===== src/rtl/mhf_pkg.sv =====
package mhf_pkg;
  localparam int          CRC_W    = 32;
  localparam logic [31:0] CRC_POLY = 32'hEDB88320;
  localparam int          STA_BASE = 2;
endpackage


===== src/rtl/mhf_cfg_regs.sv =====
module mhf_cfg_regs #(
  parameter int NB_STA = 6,
  parameter int NB_TBL = 8,
  parameter int AW     = 4
) (
  input  logic                  clk_i,
  input  logic                  rst_ni,
  input  logic                  we_i,
  input  logic [AW-1:0]         addr_i,
  input  logic [7:0]            data_i,
  output logic                  promisc_o,
  output logic [8*NB_STA-1:0]   sta_o,
  output logic [8*NB_TBL-1:0]   tbl_o
);
  localparam int TBL_BASE = mhf_pkg::STA_BASE + NB_STA;

  logic chg_en_q, promisc_q;
  logic [8*NB_STA-1:0] sta_q;
  logic [8*NB_TBL-1:0] tbl_q;

  always_ff @(posedge clk_i or negedge rst_ni) begin
    if (!rst_ni) begin
      chg_en_q  <= 1'b0;
      promisc_q <= 1'b0;
    end else if (we_i && addr_i == '0) begin
      chg_en_q  <= data_i[0];
      promisc_q <= data_i[1];
    end
  end

  for (genvar i = 0; i < NB_STA; i++) begin : g_sta
    always_ff @(posedge clk_i or negedge rst_ni) begin
      if (!rst_ni) sta_q[8*i +: 8] <= '0;
      else if (we_i && chg_en_q && addr_i == AW'(mhf_pkg::STA_BASE + i))
        sta_q[8*i +: 8] <= data_i;
    end
  end

  for (genvar j = 0; j < NB_TBL; j++) begin : g_tbl
    always_ff @(posedge clk_i or negedge rst_ni) begin
      if (!rst_ni) tbl_q[8*j +: 8] <= '0;
      else if (we_i && chg_en_q && addr_i == AW'(TBL_BASE + j))
        tbl_q[8*j +: 8] <= data_i;
    end
  end

  assign promisc_o = promisc_q;
  assign sta_o     = sta_q;
  assign tbl_o     = tbl_q;

  assert_locked_sta_R3: assert property (@(posedge clk_i) disable iff (!rst_ni)
    (!chg_en_q) |=> $stable(sta_q));
  assert_locked_tbl_R3: assert property (@(posedge clk_i) disable iff (!rst_ni)
    (!chg_en_q) |=> $stable(tbl_q));
endmodule


===== src/rtl/mhf_crc_serial.sv =====
module mhf_crc_serial #(
  parameter int              W    = 32,
  parameter logic [W-1:0]    POLY = 32'hEDB88320
) (
  input  logic         clk_i,
  input  logic         rst_ni,
  input  logic         start_i,
  input  logic         step_i,
  input  logic         bit_i,
  output logic [W-1:0] crc_nxt_o
);
  logic [W-1:0] crc_q, crc_in;

  assign crc_in    = start_i ? '1 : crc_q;
  assign crc_nxt_o = (crc_in[0] ^ bit_i) ? ((crc_in >> 1) ^ POLY) : (crc_in >> 1);

  always_ff @(posedge clk_i or negedge rst_ni) begin
    if (!rst_ni)     crc_q <= '1;
    else if (step_i) crc_q <= crc_nxt_o;
  end

  // preset to ones, then a matching 1 bit only shifts
  assert_preset_R5: assert property (@(posedge clk_i) disable iff (!rst_ni)
    (start_i && step_i && bit_i) |=> (crc_q == {1'b0, {(W-1){1'b1}}}));
endmodule


===== src/rtl/mhf_addr_shift.sv =====
module mhf_addr_shift #(
  parameter int NBITS = 48
) (
  input  logic             clk_i,
  input  logic             rst_ni,
  input  logic             valid_i,
  input  logic             sof_i,
  input  logic             bit_i,
  output logic             start_o,
  output logic             step_o,
  output logic             last_o,
  output logic [NBITS-1:0] addr_o
);
  localparam int CW = $clog2(NBITS + 1);

  logic [CW-1:0]    cnt_q, pos;
  logic [NBITS-1:0] addr_q;

  assign pos     = sof_i ? '0 : cnt_q;
  assign start_o = valid_i && sof_i;
  assign step_o  = valid_i && (sof_i || cnt_q != CW'(NBITS));
  assign last_o  = step_o && pos == CW'(NBITS - 1);
  assign addr_o  = {bit_i, addr_q[NBITS-2:0]};

  always_ff @(posedge clk_i or negedge rst_ni) begin
    if (!rst_ni) begin
      cnt_q  <= CW'(NBITS);
      addr_q <= '0;
    end else if (step_o) begin
      cnt_q       <= pos + 1'b1;
      addr_q[pos] <= bit_i;
    end
  end

  assert_cnt_range_R4: assert property (@(posedge clk_i) disable iff (!rst_ni)
    cnt_q <= CW'(NBITS));
  assert_idle_after_last_R4: assert property (@(posedge clk_i) disable iff (!rst_ni)
    last_o |=> (cnt_q == CW'(NBITS)));
endmodule


===== src/rtl/mcast_hash_filter.sv =====
module mcast_hash_filter #(
  parameter int ADDR_BYTES = 6,
  parameter int IDX_W      = 6,
  parameter int CFG_AW     = 4
) (
  input  logic             clk_i,
  input  logic             rst_ni,
  input  logic             cfg_we_i,
  input  logic [CFG_AW-1:0] cfg_addr_i,
  input  logic [7:0]       cfg_data_i,
  input  logic             rx_valid_i,
  input  logic             rx_sof_i,
  input  logic             rx_bit_i,
  output logic             dec_valid_o,
  output logic             accept_o,
  output logic [IDX_W-1:0] hash_idx_o
);
  import mhf_pkg::*;

  localparam int NBITS     = 8 * ADDR_BYTES;
  localparam int TBL_BITS  = 1 << IDX_W;
  localparam int TBL_BYTES = TBL_BITS / 8;

  logic                 promisc;
  logic [NBITS-1:0]     sta, addr_full;
  logic [TBL_BITS-1:0]  tbl;
  logic                 start, step, last;
  logic [CRC_W-1:0]     crc_nxt;
  logic [IDX_W-1:0]     idx;
  logic                 sta_hit, bcast, acc_d;
  logic                 dec_q, acc_q;
  logic [IDX_W-1:0]     idx_q;

  mhf_cfg_regs #(.NB_STA(ADDR_BYTES), .NB_TBL(TBL_BYTES), .AW(CFG_AW)) u_regs (
    .clk_i, .rst_ni,
    .we_i(cfg_we_i), .addr_i(cfg_addr_i), .data_i(cfg_data_i),
    .promisc_o(promisc), .sta_o(sta), .tbl_o(tbl)
  );

  mhf_addr_shift #(.NBITS(NBITS)) u_shift (
    .clk_i, .rst_ni,
    .valid_i(rx_valid_i), .sof_i(rx_sof_i), .bit_i(rx_bit_i),
    .start_o(start), .step_o(step), .last_o(last), .addr_o(addr_full)
  );

  mhf_crc_serial #(.W(CRC_W), .POLY(CRC_POLY)) u_crc (
    .clk_i, .rst_ni,
    .start_i(start), .step_i(step), .bit_i(rx_bit_i), .crc_nxt_o(crc_nxt)
  );

  assign idx     = crc_nxt[CRC_W-1 -: IDX_W];
  assign sta_hit = addr_full == sta;
  assign bcast   = &addr_full;
  assign acc_d   = promisc || sta_hit || (addr_full[0] && (bcast || tbl[idx]));

  always_ff @(posedge clk_i or negedge rst_ni) begin
    if (!rst_ni) begin
      dec_q <= 1'b0;
      acc_q <= 1'b0;
      idx_q <= '0;
    end else begin
      dec_q <= last;
      if (last) begin
        acc_q <= acc_d;
        idx_q <= idx;
      end
    end
  end

  assign dec_valid_o = dec_q;
  assign accept_o    = acc_q;
  assign hash_idx_o  = idx_q;

  assert_single_pulse_R11: assert property (@(posedge clk_i) disable iff (!rst_ni)
    dec_valid_o |=> !dec_valid_o);
  assert_promisc_R10: assert property (@(posedge clk_i) disable iff (!rst_ni)
    (last && promisc) |=> (dec_valid_o && accept_o));
  assert_bcast_R9: assert property (@(posedge clk_i) disable iff (!rst_ni)
    (last && bcast) |=> accept_o);
  assert_unicast_R7: assert property (@(posedge clk_i) disable iff (!rst_ni)
    (last && !promisc && !addr_full[0] && !sta_hit) |=> !accept_o);
endmodule


===== config.mk =====
export PLATFORM = sky130hd
export DESIGN_NAME = mcast_hash_filter
export DESIGN_NICKNAME = d
export VERILOG_FILES = /design/src/rtl/mhf_pkg.sv /design/src/rtl/mhf_cfg_regs.sv /design/src/rtl/mhf_crc_serial.sv /design/src/rtl/mhf_addr_shift.sv /design/src/rtl/mcast_hash_filter.sv
export SDC_FILE = /design/constraint.sdc
export NUM_CORES = 1
export LEC_CHECK = 0
export ABC_AREA = 1
export CORE_MARGIN = 8
export CORE_UTILIZATION = 67
export CTS_CLUSTER_DIAMETER = 40
export DETAILED_ROUTE_END_ITERATION = 8
export GPL_ROUTABILITY_DRIVEN = 0
export HOLD_SLACK_MARGIN = 0.02
export MAX_ROUTING_LAYER = met4
export PLACE_DENSITY = 0.85
export SYNTH_ARGS = -nofsm -noshare
export SYNTH_HDL_FRONTEND = slang
export SYNTH_SLANG_ARGS = --single-unit

===== constraint.sdc =====
create_clock -name clk_i -period 4.1 [get_ports clk_i]
set_clock_uncertainty 0.2 [all_clocks]
set_input_delay 0.41 -clock clk_i [delete_from_list [all_inputs] [get_ports clk_i]]
set_output_delay 0.41 -clock clk_i [all_outputs]
set_load 0.1 [all_outputs]

Word level (Yosys, flattened, before mapping). Cells that the tools add are included.

Add/sub/neg operators: 1. Order comparisons: 3. Equality and inequality tests: 17. Muxes and demuxes: 8. Bitwise operators: 2. Reductions and logical operators: 27.

Operators by type and width (count): 2-to-1 mux 32 bit (2); bitwise mux 48 bit (1); equality test 48 bit (1); AND reduction 48 bit (1); equality test 4 bit, second input constant (8); logical AND 1 bit (21); equality test 4 x 3 -> 1 bit, second input constant (4); less-than comparator 6 x 7 -> 1 bit, second input constant (2); NOT 13 -> 14 bit (1); equality test 4 x 2 -> 1 bit, second input constant (2); adder 6 x 1 -> 6 bit, second input constant (1); binary-select mux 1 bit (select 6 bit) (1); demux 1 bit (select 6 bit) (1); equality test 6 bit, second input constant (1); >= comparator 6 x 1 -> 1 bit, second input constant (1); 2-to-1 mux 6 bit (1); != test 6 bit, second input constant (1); zero test 4 bit (1); logical OR 1 bit (4); 2-to-1 mux 1 bit (2); XOR 1 bit (1).

Register bits after elaboration: 208. Input bits: 18. Output and inout bits: 8. Word-level logic and storage cells: 80.

Longest topological paths before layout.
Depth in word-level cells: 9. Mapped depth: 19. Depth with buffers taken out: 17.

Modules after synthesis. Synthesis repeated with hierarchy kept, for this count alone.

Cell total of the unflattened synthesis: 1414. Area total of the unflattened synthesis: 10918.0 um^2.

By module, submodules not included: mhf_cfg_regs (times used 1, cells an instance 524, area an instance 4621.9 um^2, sequential area each 2852.7 um^2); mhf_addr_shift (times used 1, cells an instance 368, area an instance 2887.8 um^2, sequential area each 1328.8 um^2); mcast_hash_filter (times used 1, cells an instance 294, area an instance 1716.6 um^2, sequential area each 200.2 um^2); mhf_crc_serial (times used 1, cells an instance 228, area an instance 1691.6 um^2, sequential area each 840.8 um^2).

Least setup slack after synthesis. No wires, ideal clock.

Path kind: input -> register. From: input rx_sof_i. To: register idx_q[3], in the netlist hash_idx_o[3]. Setup time: 140 ps. Arrival time: 1867 ps. Required time: 3760 ps. Slack: 1894 ps. Stages: 11. Path buffers: 2. Cell sequence: buf_6 nor2_1 ha_1 inv_1 nor3_1 inv_1 nor3_2 inv_1 clkbuf_1 nand2_1 o21ai_0.

Elaborated cells between the ends (all ways): 10. Classes of those cells: 1 x eq/ne; 3 x mux; 2 x bitwise; 4 x reduce/logical.

RTL lines: start: declaration (RTL line mcast_hash_filter.sv:12) `input logic rx_sof_i,`; 2-to-1 mux 6 bit / logical OR 1 bit (equally long branches) (RTL line mhf_addr_shift.sv:19, mhf_addr_shift.sv:21); equality test 6 bit / logical AND 1 bit (equally long branches) (RTL line mhf_addr_shift.sv:22, mhf_addr_shift.sv:21); logical AND 1 bit (*) (RTL line mhf_addr_shift.sv:22) `assign last_o = step_o && pos == CW'(NBITS - 1);`; via last (RTL line mcast_hash_filter.sv:27) `logic start, step, last;`; end signal: assignment (RTL line mcast_hash_filter.sv:65) `idx_q <= idx;`; end: declaration (RTL line mcast_hash_filter.sv:32) `logic [IDX_W-1:0] idx_q;`.

The timed path passes the listed nets; every way through them passes the cells marked *. A chain may end at the register's enable or synchronous reset.

Final worst setup path.
From: input rx_sof_i. To: register acc_q, in the netlist accept_o.

Word-level cells in the longest chain between the ends: 9. Elaborated cells between the ends (all ways): 15. Classes of those cells: 1 x eq/ne; 5 x mux; 2 x bitwise; 7 x reduce/logical.

RTL lines: logical AND 1 bit (RTL line mhf_addr_shift.sv:20) `assign start_o = valid_i && sof_i;`; 2-to-1 mux 32 bit (RTL line mhf_crc_serial.sv:14) `assign crc_in = start_i ? '1 : crc_q;`; XOR 1 bit / NOT 13 -> 14 bit (equally long branches); 2-to-1 mux 32 bit (RTL line mhf_crc_serial.sv:15) `assign crc_nxt_o = (crc_in[0] ^ bit_i) ? ((crc_in >> 1) ^ POLY) : (crc_in >> 1);`; binary-select mux 1 bit (select 6 bit) (RTL line mcast_hash_filter.sv:54) `assign acc_d = promisc || sta_hit || (addr_full[0] && (bcast || tbl[idx]));`; 2-to-1 mux 1 bit (implied by the code) (RTL line mcast_hash_filter.sv:54); logical OR 1 bit (RTL line mcast_hash_filter.sv:54); logical AND 1 bit (RTL line mcast_hash_filter.sv:54); logical OR 1 bit (RTL line mcast_hash_filter.sv:54); end signal: assignment (RTL line mcast_hash_filter.sv:59) `acc_q <= 1'b0;`; end signal: assignment (RTL line mcast_hash_filter.sv:64) `acc_q <= acc_d;`; end: declaration (RTL line mcast_hash_filter.sv:31) `logic dec_q, acc_q;`.

Parallel ways exist; a longest one is shown, timed or not. The select of a mux whose other input is x is not followed.

==> flow_summary.ini <==
[finish]
nNetsFinal = 1186
num_antenna_cells = 0
final_area_sq_um = 11000
num-fill-cells = 985
drive_gt1_share_pct = 10.3
syn_to_final_growth_pct = 13.0

[worst_setup_path]
cp_top_family = simple AND/OR/NAND/NOR gates
critPathLaunchType = primary input
crit_chain = clkdlybuf4s50_1 > nand2_4 > nand2_1 > nand2_1 > nand3_2 > nand2_2 > nand2_1 > o21ai_1 > nand2_1 > nand3_1 > nand3_1 > nand3_1 > nand3_1 > nand2_1 > nand2_1 > a21oi_1
path_buf_inv = 1
crit_start = rx_sof_i
critical_path_class = primary input to flip-flop
slowest_delay_ps = 610
cp-end-kind = flip-flop
arrival_ps = 3140
cp.required_ps = 4350
cp_max_fo = 38
crit_path_frequent_cell = nand2_1
slowest_stage = clkdlybuf4s50_1
reg2reg_from = u_shift.cnt_q[4]

[synthesis]
synth_fp_nets = 1173
syn_inst = 1154
ys_types = 38
synth_top_area_share_pct = 44.3
yosys_warnings = 0
yosysSeqAreaShare_pct = 53.4
synth_area_leaders = dfrtp_1, nand2_1, dfstp_2
synth_top_cell_by_area = dfrtp_1
avgSynthCellArea_sq_um = 8.47
ys_ff_latch = 207
synth_area_sq_um = 9770

[sta]
hold_violations = 0
slew_headroom_pct = 35.2
tightest_slew_ps = 969
fin_crit_sh_pct = 70.5
setup_slack_ps = 1210
slew_violations = 0
rsz0062_at_grt = false
min_period_ps = 2890
clock.fmax_ghz = 0.346
setup_viol = 0
fin_tns_setup_ps = 0

[power_and_ir_drop]
power_leakage_nw = 4.96
power.density_nw_per_um2 = 588
ir_worst_vdd_v = 0.000444
power_mw = 6.49

[floorplan]
core-area_sq_um = 14400
dieArea_sq_um = 18700
num_rows = 44
initial_core_util_pct = 68.0
fp.dieH_microns = 137
io_pins = 26
die_w_microns = 137

[detailed_routing]
wl_met3_microns = 2180
vias = 8276
highest_layer = met4
wl_met1_microns = 10500
wl_microns = 25200
viasPerCell = 6.03
drc = 0
drt_iter0_markers = 1020
antenna_left = 0
wire_per_inst_microns = 18.3
first_pass_iters = 5
met2_length_microns = 11800

[job]
maxCapViolCount = 0

[clock_tree]
cts_setup_buffers = 0
clk_latency_ps = 540
cts.path.max_buffers = 3
cts_made_buffers = 29
cts_root_buffer = clkbuf_16
cts_tree = yes
cts_resized = 0
htreeDepth = 1
clkSlewWorstSetupHoldPaths_ps = 60
clkSinkCount = 207

[worst_hold_path]
hold_class = primary input to async pin

[grt]
grt_use_total_pct = 28.6
grt_pass1_vias = 7786
antenna_found_initial = 0
grt_pass1_wl_microns = 41300
grt_start_max_net_pins = 131
grt_overflow_total = 0

[place]
place_ws_ps = 746
port_buffers = 25
place_area_sq_um = 10100
post-dp-hpwl_microns = 16200

[outcome]
status = complete, no violations
Yosys cell counts:
| master | instances |
|---|---|
| nor4_1 | 5 |
| dfrtp_1 | 173 |
| clkbuf_1 | 39 |
| buf_4 | 5 |
| nor3_2 | 1 |
| clkinv_1 | 1 |
| buf_1 | 3 |
| mux2_2 | 1 |
| o2111ai_1 | 2 |
| dfstp_2 | 34 |
| nand2_1 | 277 |
| nand3b_1 | 3 |
| or4_1 | 1 |
| nor2_1 | 62 |
| nor3_1 | 9 |
| nor4_2 | 1 |
| a31oi_1 | 31 |
| nor2_2 | 1 |
| inv_1 | 104 |
| o21ai_1 | 6 |
| a22oi_1 | 1 |
| xor2_1 | 10 |
| nand3_2 | 3 |
| inv_2 | 6 |
| nand2_2 | 6 |
| nand2_4 | 2 |
| o21ai_0 | 172 |
| buf_2 | 3 |
| o211ai_1 | 3 |
| nand3_1 | 62 |
| xnor2_1 | 40 |
| ha_1 | 1 |
| o31ai_1 | 1 |
| or2_2 | 6 |
| buf_6 | 5 |
| nand4_1 | 31 |
| nand3_4 | 1 |
| a21oi_1 | 42 |
power breakdown:
part	leakage, nW	switching [mW]	internal [mW]
Combinational	1.83	0.763	0.487
Sequential	2.66	0.336	2.48
Clock	0.466	0.959	1.46
Total	4.96	2.06	4.43
flip-flops by register name, indices dropped and copies added (netlist names):
signal / flops
u_crc.crc_q: 32
u_shift.cnt_q: 6
u_regs.chg_en_q: 1
dec_valid_o: 1
accept_o: 1
hash_idx_o: 6
u_regs.tbl_o: 64
u_regs.sta_o: 48
u_regs.promisc_o: 1
u_shift.addr_q: 47
through the flow:
step / util, % / hold WS [ps] / cells
after floorplan: - / -85.6 / 1154
after global placement: 70.2 / 162 / 1319
final: 76.9 / 165 / 1373
after CTS: 76.9 / 171 / 1373
after detailed placement: 70.2 / 163 / 1319
after global routing: 76.9 / 195 / 1373
placed cells by master (no fill, tap or decap), types with 5 or more instances in the layout:
cell and count:
a21oi_1 42, a31oi_1 31, buf_4 10, clkbuf_1 6
clkbuf_16 31, clkdlybuf4s50_1 24, clkinv_2 5, dfrtp_1 173
dfstp_2 34, inv_1 104, inv_2 6, inv_6 5
nand2_1 276, nand2_2 7, nand3_1 62, nand4_1 31
nor2_1 62, nor3_1 9, nor4_1 5, o21ai_0 172
o21ai_1 6, or2_2 6, xnor2_1 40, xor2_1 10
repair_timing:
action / CTS / global route
hold buffers: 1 / 0
hold endpoints to repair: 42 / 0
endpoints found under the setup margin: 0 / 0
cell type report:
class                           instances  area (sq um)  area share (%)
Sequential cell                       207          5220            47.3
Clock buffer                           37           798            7.23
Clock inverter                         16           146            1.33
Tap cell                              184           230            2.08
Timing Repair Buffer                   37           359            3.25
Multi-Input combinational cell        781          3870            35.1
Inverter                              111           417            3.77
logic make-up after synthesis:
group | Yosys count | share of synthesized area [%]
simple gates | 471 | 21.0
compound gates | 258 | 13.8
flops | 207 | 53.4
buf+inv | 166 | 6.99
xor+xnor | 50 | 4.48
mux | 1 | 0.115
fa+ha+maj | 1 | 0.128
layer usage:
metal | vias up | track usage, %
met2 | 406 | 43.2
met1 | 3974 | 39.1
li1 | 3836 | -
met5 | - | -
met4 | 0 | 9.29
met3 | 60 | 4.63
final timing paths:
kind	endpoint	slack, ps	cells past startpoint
min	u_regs.tbl_o[35]	170	2
max	accept_o	1210	16
max in group asynchronous	u_shift.addr_q[36]	2550	3
min in group clk_i	u_crc.crc_q[23]	270	2
min reg2reg	u_crc.crc_q[23]	270	2
max reg2reg	u_shift.addr_q[22]	1400	9
Power figures use the tool's default switching activity.
